### src/rtl/irq_defer_pkg.sv
package irq_defer_pkg;
  // sensing choice per external pin
  typedef enum logic {
    SENSE_LOW  = 1'b0,
    SENSE_FALL = 1'b1
  } irq_sense_e;

  // fixed index layout: lower index means higher priority
  localparam int unsigned IDX_NMI  = 0;
  localparam int unsigned IDX_DBG  = 1;
  localparam int unsigned EXT_BASE = 2;
endpackage

### src/rtl/irq_defer_pin.sv
module irq_defer_pin #(
  parameter int unsigned SYNC_STAGES = 2
) (
  input  logic clk,
  input  logic rst_n,
  input  logic pin_n_i,
  output logic low_o,
  output logic fall_o
);
  localparam int unsigned MSB = SYNC_STAGES - 1;

  logic [SYNC_STAGES-1:0] shift_q;
  logic                   prev_q;

  always_ff @(posedge clk or negedge rst_n) begin
    if (!rst_n) begin
      shift_q <= '1;
      prev_q  <= 1'b1;
    end else begin
      shift_q <= {shift_q[SYNC_STAGES-2:0], pin_n_i};
      prev_q  <= shift_q[MSB];
    end
  end

  assign low_o  = ~shift_q[MSB];
  assign fall_o = prev_q & ~shift_q[MSB];
endmodule

### src/rtl/irq_defer_pend.sv
module irq_defer_pend
  import irq_defer_pkg::*;
#(
  parameter int unsigned N_EXT       = 4,
  parameter int unsigned N_PER       = 8,
  parameter int unsigned SYNC_STAGES = 2,
  localparam int unsigned N_SRC      = 2 + N_EXT + N_PER,
  localparam int unsigned IDX_W      = $clog2(N_SRC)
) (
  input  logic             clk,
  input  logic             rst_n,
  input  logic             nmi_i,
  input  logic             dbg_i,
  input  logic [N_EXT-1:0] ext_n_i,
  input  logic [N_EXT-1:0] ext_mode_i,
  input  logic [N_PER-1:0] per_i,
  input  logic             ack_vld_i,
  input  logic [IDX_W-1:0] ack_idx_i,
  output logic [N_SRC-1:0] pend_o
);
  localparam int unsigned PER_BASE = EXT_BASE + N_EXT;

  logic [N_SRC-1:0] ack_hot;
  logic             nmi_q, dbg_q;
  logic [N_EXT-1:0] pin_low, pin_fall, edge_q;

  always_comb begin
    for (int i = 0; i < N_SRC; i++) begin
      ack_hot[i] = ack_vld_i && (ack_idx_i == IDX_W'(i));
    end
  end

  // captured one-shot requests: a new request wins over a same-cycle retire
  always_ff @(posedge clk or negedge rst_n) begin
    if (!rst_n) begin
      nmi_q <= 1'b0;
      dbg_q <= 1'b0;
    end else begin
      nmi_q <= nmi_i | (nmi_q & ~ack_hot[IDX_NMI]);
      dbg_q <= dbg_i | (dbg_q & ~ack_hot[IDX_DBG]);
    end
  end

  p_nmi_kept_r2: assert property (@(posedge clk) disable iff (!rst_n)
    nmi_q && !ack_hot[IDX_NMI] |=> nmi_q);
  p_dbg_kept_r2: assert property (@(posedge clk) disable iff (!rst_n)
    dbg_q && !ack_hot[IDX_DBG] |=> dbg_q);

  for (genvar k = 0; k < N_EXT; k++) begin : g_pin
    irq_defer_pin #(.SYNC_STAGES(SYNC_STAGES)) u_pin (
      .clk    (clk),
      .rst_n  (rst_n),
      .pin_n_i(ext_n_i[k]),
      .low_o  (pin_low[k]),
      .fall_o (pin_fall[k])
    );

    always_ff @(posedge clk or negedge rst_n) begin
      if (!rst_n) begin
        edge_q[k] <= 1'b0;
      end else if (ext_mode_i[k] == SENSE_FALL) begin
        edge_q[k] <= pin_fall[k] | (edge_q[k] & ~ack_hot[EXT_BASE+k]);
      end else begin
        edge_q[k] <= 1'b0;
      end
    end

    assign pend_o[EXT_BASE+k] = (ext_mode_i[k] == SENSE_FALL) ? edge_q[k] : pin_low[k];

    p_fall_caught_r4: assert property (@(posedge clk) disable iff (!rst_n)
      pin_fall[k] && ext_mode_i[k] && $stable(ext_mode_i[k]) |=> edge_q[k]);
    p_edge_kept_r4: assert property (@(posedge clk) disable iff (!rst_n)
      edge_q[k] && ext_mode_i[k] && !ack_hot[EXT_BASE+k] && $stable(ext_mode_i[k])
      |=> edge_q[k]);
  end

  assign pend_o[IDX_NMI] = nmi_q;
  assign pend_o[IDX_DBG] = dbg_q;
  assign pend_o[PER_BASE +: N_PER] = per_i;
endmodule

### src/rtl/irq_defer_arb.sv
module irq_defer_arb #(
  parameter int unsigned N_SRC  = 14,
  localparam int unsigned IDX_W = $clog2(N_SRC)
) (
  input  logic [N_SRC-1:0] req_i,
  output logic             any_o,
  output logic [IDX_W-1:0] idx_o
);
  always_comb begin
    any_o = |req_i;
    idx_o = '0;
    for (int i = N_SRC - 1; i >= 0; i--) begin
      if (req_i[i]) idx_o = IDX_W'(i);
    end
  end
endmodule

### src/rtl/irq_defer.sv
module irq_defer
  import irq_defer_pkg::*;
#(
  parameter int unsigned N_EXT       = 4,
  parameter int unsigned N_PER       = 8,
  parameter int unsigned SYNC_STAGES = 2,
  localparam int unsigned N_SRC      = 2 + N_EXT + N_PER,
  localparam int unsigned IDX_W      = $clog2(N_SRC)
) (
  input  logic             clk,
  input  logic             rst_n,
  input  logic             busy_i,
  input  logic             nmi_i,
  input  logic             dbg_i,
  input  logic [N_EXT-1:0] ext_n_i,
  input  logic [N_EXT-1:0] ext_mode_i,
  input  logic [N_PER-1:0] per_i,
  output logic             irq_valid_o,
  output logic [IDX_W-1:0] irq_idx_o,
  input  logic             irq_ready_i
);
  logic [N_SRC-1:0] pend, hs_hot, cand;
  logic             hs, load, pick_any;
  logic [IDX_W-1:0] pick_idx;
  logic             out_vld;
  logic [IDX_W-1:0] out_idx;

  assign hs   = out_vld & irq_ready_i;
  assign load = !busy_i && (!out_vld || hs);

  irq_defer_pend #(
    .N_EXT(N_EXT), .N_PER(N_PER), .SYNC_STAGES(SYNC_STAGES)
  ) u_pend (
    .clk       (clk),
    .rst_n     (rst_n),
    .nmi_i     (nmi_i),
    .dbg_i     (dbg_i),
    .ext_n_i   (ext_n_i),
    .ext_mode_i(ext_mode_i),
    .per_i     (per_i),
    .ack_vld_i (hs),
    .ack_idx_i (out_idx),
    .pend_o    (pend)
  );

  // the source retired at this edge must not be picked again at the same edge
  always_comb begin
    for (int i = 0; i < N_SRC; i++) begin
      hs_hot[i] = hs && (out_idx == IDX_W'(i));
    end
  end
  assign cand = pend & ~hs_hot;

  irq_defer_arb #(.N_SRC(N_SRC)) u_arb (
    .req_i(cand),
    .any_o(pick_any),
    .idx_o(pick_idx)
  );

  always_ff @(posedge clk or negedge rst_n) begin
    if (!rst_n) begin
      out_vld <= 1'b0;
      out_idx <= '0;
    end else if (busy_i) begin
      out_vld <= 1'b0;
    end else if (load) begin
      out_vld <= pick_any;
      if (pick_any) out_idx <= pick_idx;
    end
  end

  assign irq_valid_o = out_vld;
  assign irq_idx_o   = out_idx;

  p_quiet_in_window_r1: assert property (@(posedge clk) disable iff (!rst_n)
    busy_i |=> !irq_valid_o);
  p_offer_stable_r8: assert property (@(posedge clk) disable iff (!rst_n)
    irq_valid_o && !irq_ready_i && !busy_i |=> irq_valid_o && $stable(irq_idx_o));
  p_nmi_first_r7: assert property (@(posedge clk) disable iff (!rst_n)
    load && pend[IDX_NMI] && !hs_hot[IDX_NMI] |=> irq_valid_o && (irq_idx_o == '0));
  p_retired_skipped_r8: assert property (@(posedge clk) disable iff (!rst_n)
    hs && !busy_i |=> !(irq_valid_o && irq_idx_o == $past(irq_idx_o)));
endmodule

### config.mk
export PLATFORM = sky130hd
export DESIGN_NAME = irq_defer
export DESIGN_NICKNAME = d
export VERILOG_FILES = /design/src/rtl/irq_defer_pkg.sv /design/src/rtl/irq_defer_pin.sv /design/src/rtl/irq_defer_pend.sv /design/src/rtl/irq_defer_arb.sv /design/src/rtl/irq_defer.sv
export SDC_FILE = /design/constraint.sdc
export NUM_CORES = 1
export LEC_CHECK = 0
export ABC_AREA = 1
export BUFFER_PORTS_ARGS = -buffer_cell sky130_fd_sc_hd__buf_2
export CORE_MARGIN = 2
export CORE_UTILIZATION = 50
export DETAILED_ROUTE_END_ITERATION = 16
export PLACE_DENSITY = 0.75
export REMOVE_ABC_BUFFERS = 1
export SETUP_SLACK_MARGIN = 0.05
export SLEW_MARGIN = 20
export SYNTH_ARGS = -nofsm -noshare
export SYNTH_HDL_FRONTEND = slang
export SYNTH_SLANG_ARGS = --single-unit
### constraint.sdc
create_clock -name clk -period 1.8 [get_ports clk]
set_input_delay 0 -clock clk [delete_from_list [all_inputs] [get_ports clk]]
set_output_delay 0 -clock clk [all_outputs]
set_load 0.005 [all_outputs]
* After elaboration in Yosys (flattened, before gate mapping)
Index checks and enable logic that the tools add are counted.
** Cells by class
- Reduce and logical (&&, ||, !) cells :: 22
- Eq/ne operators :: 13
- Mux-type cells :: 24
- Bitwise operators :: 30
** Operators with widths (number)
- two-way mux 4 bit :: 14
- == test 4 bit, second input constant :: 6
- == test 4 x 3 -> 1 bit, second input constant :: 4
- logical AND 1 bit :: 15
- bitwise AND 14 bit :: 1
- NOT 14 bit :: 1
- OR reduction 14 bit :: 1
- bitwise AND 1 bit :: 11
- NOT 1 bit :: 11
- two-way mux 1 bit :: 10
- == test 4 x 2 -> 1 bit, second input constant :: 2
- bitwise OR 1 bit :: 6
- == test 4 x 1 -> 1 bit, second input constant :: 1
- logical NOT 4 bit :: 1
- AND reduction 3 bit :: 1
- logical NOT 1 bit :: 2
- nonzero test 2 bit :: 1
- logical OR 1 bit :: 1
** Word-level totals
- Input bits :: 22
- Bits in registers :: 23

* Longest topological paths before layout
Gate-level depths: netlist of run 1.
- Word-level depth :: 18
- Mapped depth :: 18
- Depth with buffers taken out :: 18

* By module
From an unflattened synthesis of run 1, not the netlist that was laid out.
** Unflattened totals
- Cell total of the unflattened synthesis :: 208
- Area, all modules :: 1466.4 um^2
** By module, submodules not included
- irq_defer :: sequential area each 125.1 um^2, cells an instance 81, times used 1, area an instance 465.4 um^2
- irq_defer_pend :: sequential area each 150.1 um^2, cells an instance 63, times used 1, area an instance 425.4 um^2
- irq_defer_pin :: sequential area each 78.8 um^2, cells an instance 6, times used 4, area an instance 92.6 um^2
- irq_defer_arb :: sequential area each 0.0 um^2, cells an instance 40, times used 1, area an instance 205.2 um^2

* Least setup slack after synthesis of run 1
Ideal clock, no wire load.
- Path type :: reg2reg
- From :: register out_idx[1] (netlist: irq_idx_o[1])
- To :: register out_idx[0] (netlist: irq_idx_o[0])
- Buffers on the path :: 0
- Stages on the path, launching flop included :: 15
- Library setup time :: 0.116 ns
- Clock period less this slack :: 1.631 ns
- Arrival :: 1.515 ns
- Setup slack :: 0.169 ns
- Cells stage by stage :: dfrtp_1 inv_2 nand2_2 nor2_4 inv_2 o21ai_2 nand2_2 nor2_2 nand2_1 nor2_2 nor2_2 nand2_4 nor2_1 nand2_1 nand2_1
** On the way
- Longest elaborated chain between the ends :: 18
- Elaborated cells on any way between the ends :: 46
- Those cells by class :: 13 x eq/ne; 14 x mux; 2 x bitwise; 17 x reduce/logical
** RTL lines
- from (decl) :: line irq_defer.sv:26 : logic [IDX_W-1:0] out_idx;
- from (signal assigned) :: line irq_defer.sv:68 : if (pick_any) out_idx <= pick_idx;
- == test 4 bit
- logical AND 1 bit
- NOT 14 bit (*) :: line irq_defer.sv:52 : assign cand = pend & ~hs_hot;
- bitwise AND 14 bit (*) :: line irq_defer.sv:52
- two-way mux 4 bit (14 in series) :: line irq_defer_arb.sv:13 : if (req_i[i]) idx_o = IDX_W'(i);
Every way passes the cells marked *; elsewhere a longest branch is shown, timed or not.
A chain may end at the register's enable or synchronous reset.

* Worst setup path in the final report of run 1
- From :: register out_idx[3] (netlist: irq_idx_o[3])
- To :: register out_idx[3] (netlist: irq_idx_o[3])
Same word-level chain as after synthesis.

==> results of run 1 <==
## cell families (layout without fill, tap and decap cells)
family	count (synthesis)	after routing	share of synthesized area, %
DFF	23	23	50.48
buffers and inverters	14	69	5.134
AOI/OAI and AO/OA	19	19	11.12
and+or+nand+nor	83	83	33.26
## critical path, delay by kind of cell (launching register included)
family,cells,cell delay (ns)
and+or+nand+nor,8,0.80
DFF,1,0.49
AOI/OAI and AO/OA,2,0.26
buffers and inverters,1,0.10
## routing by layer
| layer | global-route usage, % | wire length, um | vias to the layer above |
|---|---|---|---|
| met5 | 0 | 0 | - |
| met4 | 5.556 | 64 | 0 |
| met3 | 2.286 | 137 | 10 |
| met2 | 40.83 | 1471 | 32 |
| met1 | 21.23 | 1076 | 549 |
| li1 | - | - | 550 |
## flip-flops by register name (all words and copies together), names as in the netlist
signal                      cells
u_pend.g_pin.u_pin.shift_q      8
u_pend.dbg_q                    1
irq_valid_o                     1
irq_idx_o                       4
u_pend.nmi_q                    1
u_pend.g_pin.u_pin.prev_q       4
u_pend.edge_q                   4
## final timing paths
path | to | slack, ns | cells past startpoint
max | irq_idx_o[3] | 0.04 | 11
min | irq_valid_o | 0.05 | 4
max reg2reg | irq_idx_o[3] | 0.04 | 11
min reg2reg | u_pend.g_pin[1].u_pin.shift_q[1] | 0.36 | 0
max in group asynchronous | irq_idx_o[0] | 1.25 | 2
min in group asynchronous | u_pend.edge_q[2] | 0.18 | 2
## stage by stage
step	TNS, ns	hold slack, ns	instances
after floorplan	0	-0.2956	138
after global placement	0	-0.02237	194
after detailed placement	-0.01337	-0.01093	194
after CTS	0	0.03140	216
after global routing	-0.1323	0.05898	222
final	0	0.04707	222
## power by group through the flow
stage	Clock (mW)	Sequential (mW)	Combinational, mW
CTS	0.239	0.582	0.211
global route	0.251	0.587	0.266
global placement	0	0.591	0.167
detailed placement	0	0.593	0.172
finish	0.231	0.583	0.243
floorplan	0	0.591	0.0977
## repair_timing
action	in CTS	in global routing
gates resized for setup	4	20
pin swaps	0	2
setup endpoints to repair	4	4
hold endpoints to repair	34	0
setup buffers	6	6
hold buffers	12	0
## area by class of cell
class                      instances  area (um2)  share of cell area, %
inverter                          13       51.30                  3.104
clock buffer                       4       26.28                  1.590
tap                               28       35.03                  2.120
timing repair buffer              52       362.8                  21.95
multi-input combinational        102       583.1                  35.28
sequential                        23       594.3                  35.96
## layout by cell type, fill, tap and decap left out, types with 3 or more instances in the layout
cell type | synthesis | layout
sky130_fd_sc_hd__o21ai_2 | 3 | 5
sky130_fd_sc_hd__dlygate4sd3_1 | 0 | 12
sky130_fd_sc_hd__nor2_4 | 2 | 6
sky130_fd_sc_hd__buf_4 | 0 | 12
sky130_fd_sc_hd__o21ai_1 | 4 | 3
sky130_fd_sc_hd__o21ai_0 | 6 | 4
sky130_fd_sc_hd__buf_2 | 0 | 26
sky130_fd_sc_hd__nand3_1 | 8 | 8
sky130_fd_sc_hd__nand2_1 | 50 | 45
sky130_fd_sc_hd__nor2_1 | 5 | 4
sky130_fd_sc_hd__inv_2 | 5 | 4
sky130_fd_sc_hd__dfstp_2 | 12 | 12
sky130_fd_sc_hd__nor2_2 | 7 | 4
sky130_fd_sc_hd__dfrtp_2 | 0 | 3
sky130_fd_sc_hd__nand2_2 | 5 | 9
sky130_fd_sc_hd__inv_1 | 8 | 8
sky130_fd_sc_hd__clkbuf_4 | 0 | 3
sky130_fd_sc_hd__dfrtp_1 | 11 | 8
==> flow_metrics.tcl, run 1 <==
set metrics [dict create \
    clkSinkCount 23 \
    final.setup.worst_slack_ns 0.03980 \
    clkTransAtPathRegs_ns 0.12 \
    final-hold-violation-count 0 \
    run_status "finished clean" \
    timing.hold.worst.start "irq_ready_i" \
    detailedRoute.firstIterationViolations 16 \
    clock_insertion_delay_worst_skew_ns 0.30 \
    synthToLayoutAreaGrowth_pct 41.28 \
    pre_cts_ws_ns -0.01337 \
    yosys-top-cells-area "sky130_fd_sc_hd__dfstp_2 27%, sky130_fd_sc_hd__dfrtp_1 24%, sky130_fd_sc_hd__nand2_1 16%" \
    cts_buffer_count 3 \
    layout.filler_cells 168 \
    switching_share_pct 28.15 \
    max_slew_margin_pct 67.35 \
    part_of_the_total_power_dissipated_in_the_clock_network_pct 21.9 \
    syn_inst 139 \
    largest_net_degree_at_the_start_of_global_routing 24 \
    synth-edff-count 0 \
    routabilityCongestion 0.9534 \
    max_freq_ghz 0.5681 \
    grtUsageTotal_pct 20.15 \
    critPathKind "reg2reg" \
    timing.critical_path.slowest_stage_cell "sky130_fd_sc_hd__dfrtp_2" \
    comb_power_share_pct 23.0 \
    vdd_ir_drop_max_mv 0.6292 \
    share_of_yosys_cell_area_claimed_by_the_top_area_cell_type_pct 26.95 \
    launching_point_of_the_worst_reg2reg_path "irq_idx_o[3]" \
    clock_path_buffers 2 \
    fin_worst_skew_ns 0.009325 \
    total_global_routing_overflow 0 \
    hold_path.class "in2reg" \
    number_of_global_route_vias_before_repair 1064 \
    leakage_nw 0.7828 \
    yosysSeqAreaShare_pct 50.48 \
    timing.critical_path.mode_cell "sky130_fd_sc_hd__nor2_4" \
    htreeDepth 1 \
    postPlaceCellArea_um2 1339 \
    layout.nets 217 \
    sequential_power_share_pct 55.1 \
    total_power_mw 1.057 \
    largest_fanout_of_any_net_on_the_critical_path 8 \
    detail_route.wl_per_cell_um 12.38 \
    boundaryPins 27 \
    yosys.area.top_type "sky130_fd_sc_hd__dfstp_2" \
    die_y_um 52.37 \
    postSynthAreaPerCell_um2 8.416 \
    utilization_pct 74.72 \
    cts_tree "yes" \
    netlist-cell-type-count 22 \
    core.rowCount 17 \
    wire_length_reported_by_the_detailed_router_um 2749 \
    die_w_um 52.37 \
    synthMostInstantiatedCell "sky130_fd_sc_hd__nand2_1" \
    antenna_found_initial 0 \
    period_utilisation_layout_pct 97.79 \
    remaining_drc_errors 0 \
    rsz0062_at_grt "true" \
    yosysWarnings 0 \
    final_layout_size_suffix_gt1_share_pct 47.94 \
    synthTopCellsByCount "50 x sky130_fd_sc_hd__nand2_1, 12 x sky130_fd_sc_hd__dfstp_2, 11 x sky130_fd_sc_hd__dfrtp_1" \
    detail_route.vias_per_cell 5.140 \
    vias 1141 \
    power.net_switching_mw 0.2976 \
    worst_ep_required_time_ns 2.00 \
    timing.critical_path.to_type "flip-flop" \
    grt_pass1_wl_um 4140 \
    antenna_cells 0 \
    top_reg_cell_synth "sky130_fd_sc_hd__dfstp_2" \
    port-buffer-count 26 \
    source_of_the_critical_timing_path "irq_idx_o[3]" \
    synth_cell_area_um2 1170 \
    number_of_max_cap_violations 0 \
    critical_path.max_stage_delay_ns 0.49 \
    firstDrtPassIters 4 \
    finalCriticalPeriod_ns 1.760 \
    route.antenna.remaining_nets 0 \
    placeableCoreArea_um2 2212 \
    synth-async-reset-ratio_pct 100.0 \
    post-route-cell-area_um2 1653 \
    worstMarginPinSlew_ns 0.4897 \
    slew_viol_final 0 \
    fp.dieArea_um2 2743 \
    p_per_area_nw_per_um2 639.6 \
    internal-power_mw 0.7595 \
    start_util_pct 52.88 \
    timing.final.setup_violations 0 \
    critPathArrivalTime_ns 1.96 \
    root_buffer "sky130_fd_sc_hd__clkbuf_4" \
    crit_path_cell_trace "nor2_4 > nand2_4 > o31ai_4 > nand2_2 > nor2_4 > nand2_2 > nor2_4 > nor2_2 > nand2_4 > buf_6 > o21ai_1" \
    ys_seq_elements 23 \
    cp-start-kind "flip-flop" \
    dp_hpwl_um 1835 \
]
Power figures use the tool's default switching activity.
==> run 2, diff against run 1 <==
--- a/config.mk
+++ b/config.mk
@@ -12,7 +12,7 @@
 export DETAILED_ROUTE_END_ITERATION = 16
 export PLACE_DENSITY = 0.75
 export REMOVE_ABC_BUFFERS = 1
-export SETUP_SLACK_MARGIN = 0.05
+export SETUP_SLACK_MARGIN = 0.5
 export SLEW_MARGIN = 20
 export SYNTH_ARGS = -nofsm -noshare
 export SYNTH_HDL_FRONTEND = slang
==> constraint.sdc (replaced) <==
create_clock -name clk -period 1.8 [get_ports clk]
set_input_delay 0.45 -clock clk [delete_from_list [all_inputs] [get_ports clk]]
set_output_delay 0.45 -clock clk [all_outputs]
set_load 0.005 [all_outputs]
==> run 2 against run 1 <==
Routed wire length increased by 1.5%. Fmax up 1.4%. Total power up 0.69%. Clock power grew 2%. Sequential cell count is the same. Design area down 2.3%. Worst hold slack improved by 0.025 ns. Cell count is 2.7% lower. Count of clock-buffer cells in the layout down 1. Largest cell class unchanged.
==> flow_metrics.tcl, run 2 (same netlist as run 1, synthesis figures left out) <==
set metrics [dict create \
    antenna_found_initial 0 \
    period_utilisation_layout_pct 96.47 \
    final_layout_size_suffix_gt1_share_pct 53.19 \
    firstDrtPassIters 4 \
    fin_worst_skew_ns 0.01192 \
    max_slew_margin_pct 67.59 \
    largest_fanout_of_any_net_on_the_critical_path 8 \
    number_of_max_cap_violations 0 \
    area_used_by_multi_input_combinational_logic_um2 571.8 \
    boundaryPins 27 \
    finalCriticalPeriod_ns 1.737 \
    total_power_mw 1.064 \
    placeableCoreArea_um2 2212 \
    vias 1118 \
    core.rowCount 17 \
    clkTransAtPathRegs_ns 0.13 \
    hold_path.class "in2async" \
    critical_path.max_stage_delay_ns 0.48 \
    worst_ep_required_time_ns 2.03 \
    r2r_setup_slack_ns 0.06 \
    start_util_pct 52.88 \
    slew_viol_final 0 \
    worstMarginPinSlew_ns 0.4862 \
    detail_route.wl_per_cell_um 12.92 \
    fp.dieArea_um2 2743 \
    clkSinkCount 23 \
    number_of_global_route_vias_before_repair 1037 \
    final-seq-area_um2 595.6 \
    root_buffer "sky130_fd_sc_hd__clkbuf_4" \
    port-buffer-count 26 \
    timing.final.setup_violations 0 \
    cts_tree "yes" \
    antenna_cells 0 \
    htreeDepth 1 \
    switching_share_pct 28.96 \
    die_y_um 52.37 \
    cp-start-kind "flip-flop" \
    part_of_the_total_power_dissipated_in_the_clock_network_pct 22.2 \
    timing.critical_path.to_type "flip-flop" \
    rsz0062_at_grt "true" \
    setup.worst_path.end "irq_idx_o[0]" \
    ff2ff_path_depth 12 \
    postPlaceCellArea_um2 1361 \
    regMostFlops "u_pend.g_pin.u_pin.shift_q" \
    hold_bufs_at_cts 0 \
    clock_path_buffers 2 \
    path_depth 12 \
    total_global_routing_overflow 0 \
    final-hold-violation-count 0 \
    timing.critical_path.slowest_stage_cell "sky130_fd_sc_hd__dfrtp_2" \
    sequential_power_share_pct 55.4 \
    internal-power_mw 0.7562 \
    vdd_ir_drop_max_mv 0.5873 \
    detail_route.vias_per_cell 5.176 \
    power.net_switching_mw 0.3082 \
    critPathArrivalTime_ns 1.97 \
    p_per_area_nw_per_um2 659.5 \
    layout.nets 211 \
    clock_insertion_delay_worst_skew_ns 0.32 \
    grtUsageTotal_pct 22.38 \
    crit_path_cell_trace "nor2_4 > nand2_2 > o21ai_1 > nand2_2 > nor2_4 > nand2_2 > nor2_4 > nor2_2 > nand2_4 > nor2_1 > nand2_1 > nand2_1" \
    most-common-layout-cells "44 x sky130_fd_sc_hd__nand2_1, 23 x sky130_fd_sc_hd__buf_2, 12 x sky130_fd_sc_hd__buf_6, 12 x sky130_fd_sc_hd__dfstp_2, 11 x sky130_fd_sc_hd__buf_4" \
    leakage_nw 0.7591 \
    launching_point_of_the_worst_reg2reg_path "irq_idx_o[3]" \
    crit-reg2reg-capture "irq_idx_o[0]" \
    critPathKind "reg2reg" \
    detailedRoute.firstIterationViolations 16 \
    dp_hpwl_um 1880 \
    comb_power_share_pct 22.4 \
    routabilityCongestion 0.8340 \
    cts_buffer_count 3 \
    wire_length_reported_by_the_detailed_router_um 2790 \
    synthToLayoutAreaGrowth_pct 37.97 \
    post-route-cell-area_um2 1614 \
    remaining_drc_errors 0 \
    layout.filler_cells 164 \
    grt_pass1_wl_um 4457 \
    critical-path-top-delay-family "simple AND/OR/NAND/NOR gates" \
    max_freq_ghz 0.5759 \
    mostFrequentLayoutCell "sky130_fd_sc_hd__nand2_1" \
    source_of_the_critical_timing_path "irq_idx_o[3]" \
    die_w_um 52.37 \
    route.antenna.remaining_nets 0 \
    largest_net_degree_at_the_start_of_global_routing 24 \
    timing.critical_path.buf_inv 0 \
    run_status "finished clean" \
    max_ffs_per_register 8 \
]
==> run 2: worst min-delay path by stage <==
stage                                             endpoint  slack (ns)  depth (start not counted)
after floorplan                               irq_idx_o[0]        0.15                          0
after global placement    u_pend.g_pin[1].u_pin.shift_q[1]        0.35                          0
after detailed placement  u_pend.g_pin[1].u_pin.shift_q[1]        0.35                          0
after CTS                                 u_pend.edge_q[0]        0.08                          1
after global routing                      u_pend.edge_q[0]        0.09                          1
final                                     u_pend.edge_q[0]        0.07                          1
==> run 2: metrics by stage <==
| stage | std cells | worst slack (ns) | hold slack [ns] | TNS, ns | util [%] |
|---|---|---|---|---|---|
| 2_1_floorplan | 138 | 0.1539 | 0.1544 | 0 | - |
| 3_3_place_gp | 197 | -0.05214 | 0.3458 | -0.1007 | 61.54 |
| 3_5_place_dp | 197 | -0.1343 | 0.3485 | -0.4158 | 61.54 |
| 4_1_cts | 215 | 0.1140 | 0.08208 | 0 | 71.04 |
| 5_1_grt | 216 | -0.06859 | 0.09097 | -0.1861 | 72.96 |
| 6_report | 216 | 0.06348 | 0.07184 | 0 | 72.96 |
==> run 2: layer usage <==
| metal | global-route usage, % | up-vias | part of all wire, % |
|---|---|---|---|
| met3 | 3.143 | 11 | 4.6 |
| met4 | 13.25 | 0 | 2.9 |
| met1 | 27.34 | 523 | 41 |
| li1 | - | 540 | - |
| met2 | 37.29 | 44 | 51 |
| met5 | 0 | - | 0 |
==> run 2: timing repair <==
action | in CTS | in global routing
setup buffers | 14 | 1
endpoints found under the setup margin | 12 | 12
pin swaps | 4 | 1
gates resized for setup | 24 | 8
==> run 2: power by group through the flow <==
stage / clock network (mW) / logic, mW / registers [mW]
after global routing: 0.259 / 0.260 / 0.594
after global placement: 0 / 0.162 / 0.594
final: 0.236 / 0.238 / 0.590
after floorplan: 0 / 0.0977 / 0.591
after CTS: 0.243 / 0.221 / 0.589
after detailed placement: 0 / 0.169 / 0.596
==> run 2: cell type report <==
class                           instances  area share (%)
Tap cell                               28           2.171
Clock inverter                          1          0.3101
Multi-Input combinational cell        102           35.43
Clock buffer                            3           1.395
Timing Repair Buffer                   46           20.62
Sequential cell                        23           36.90
Inverter                               13           3.178
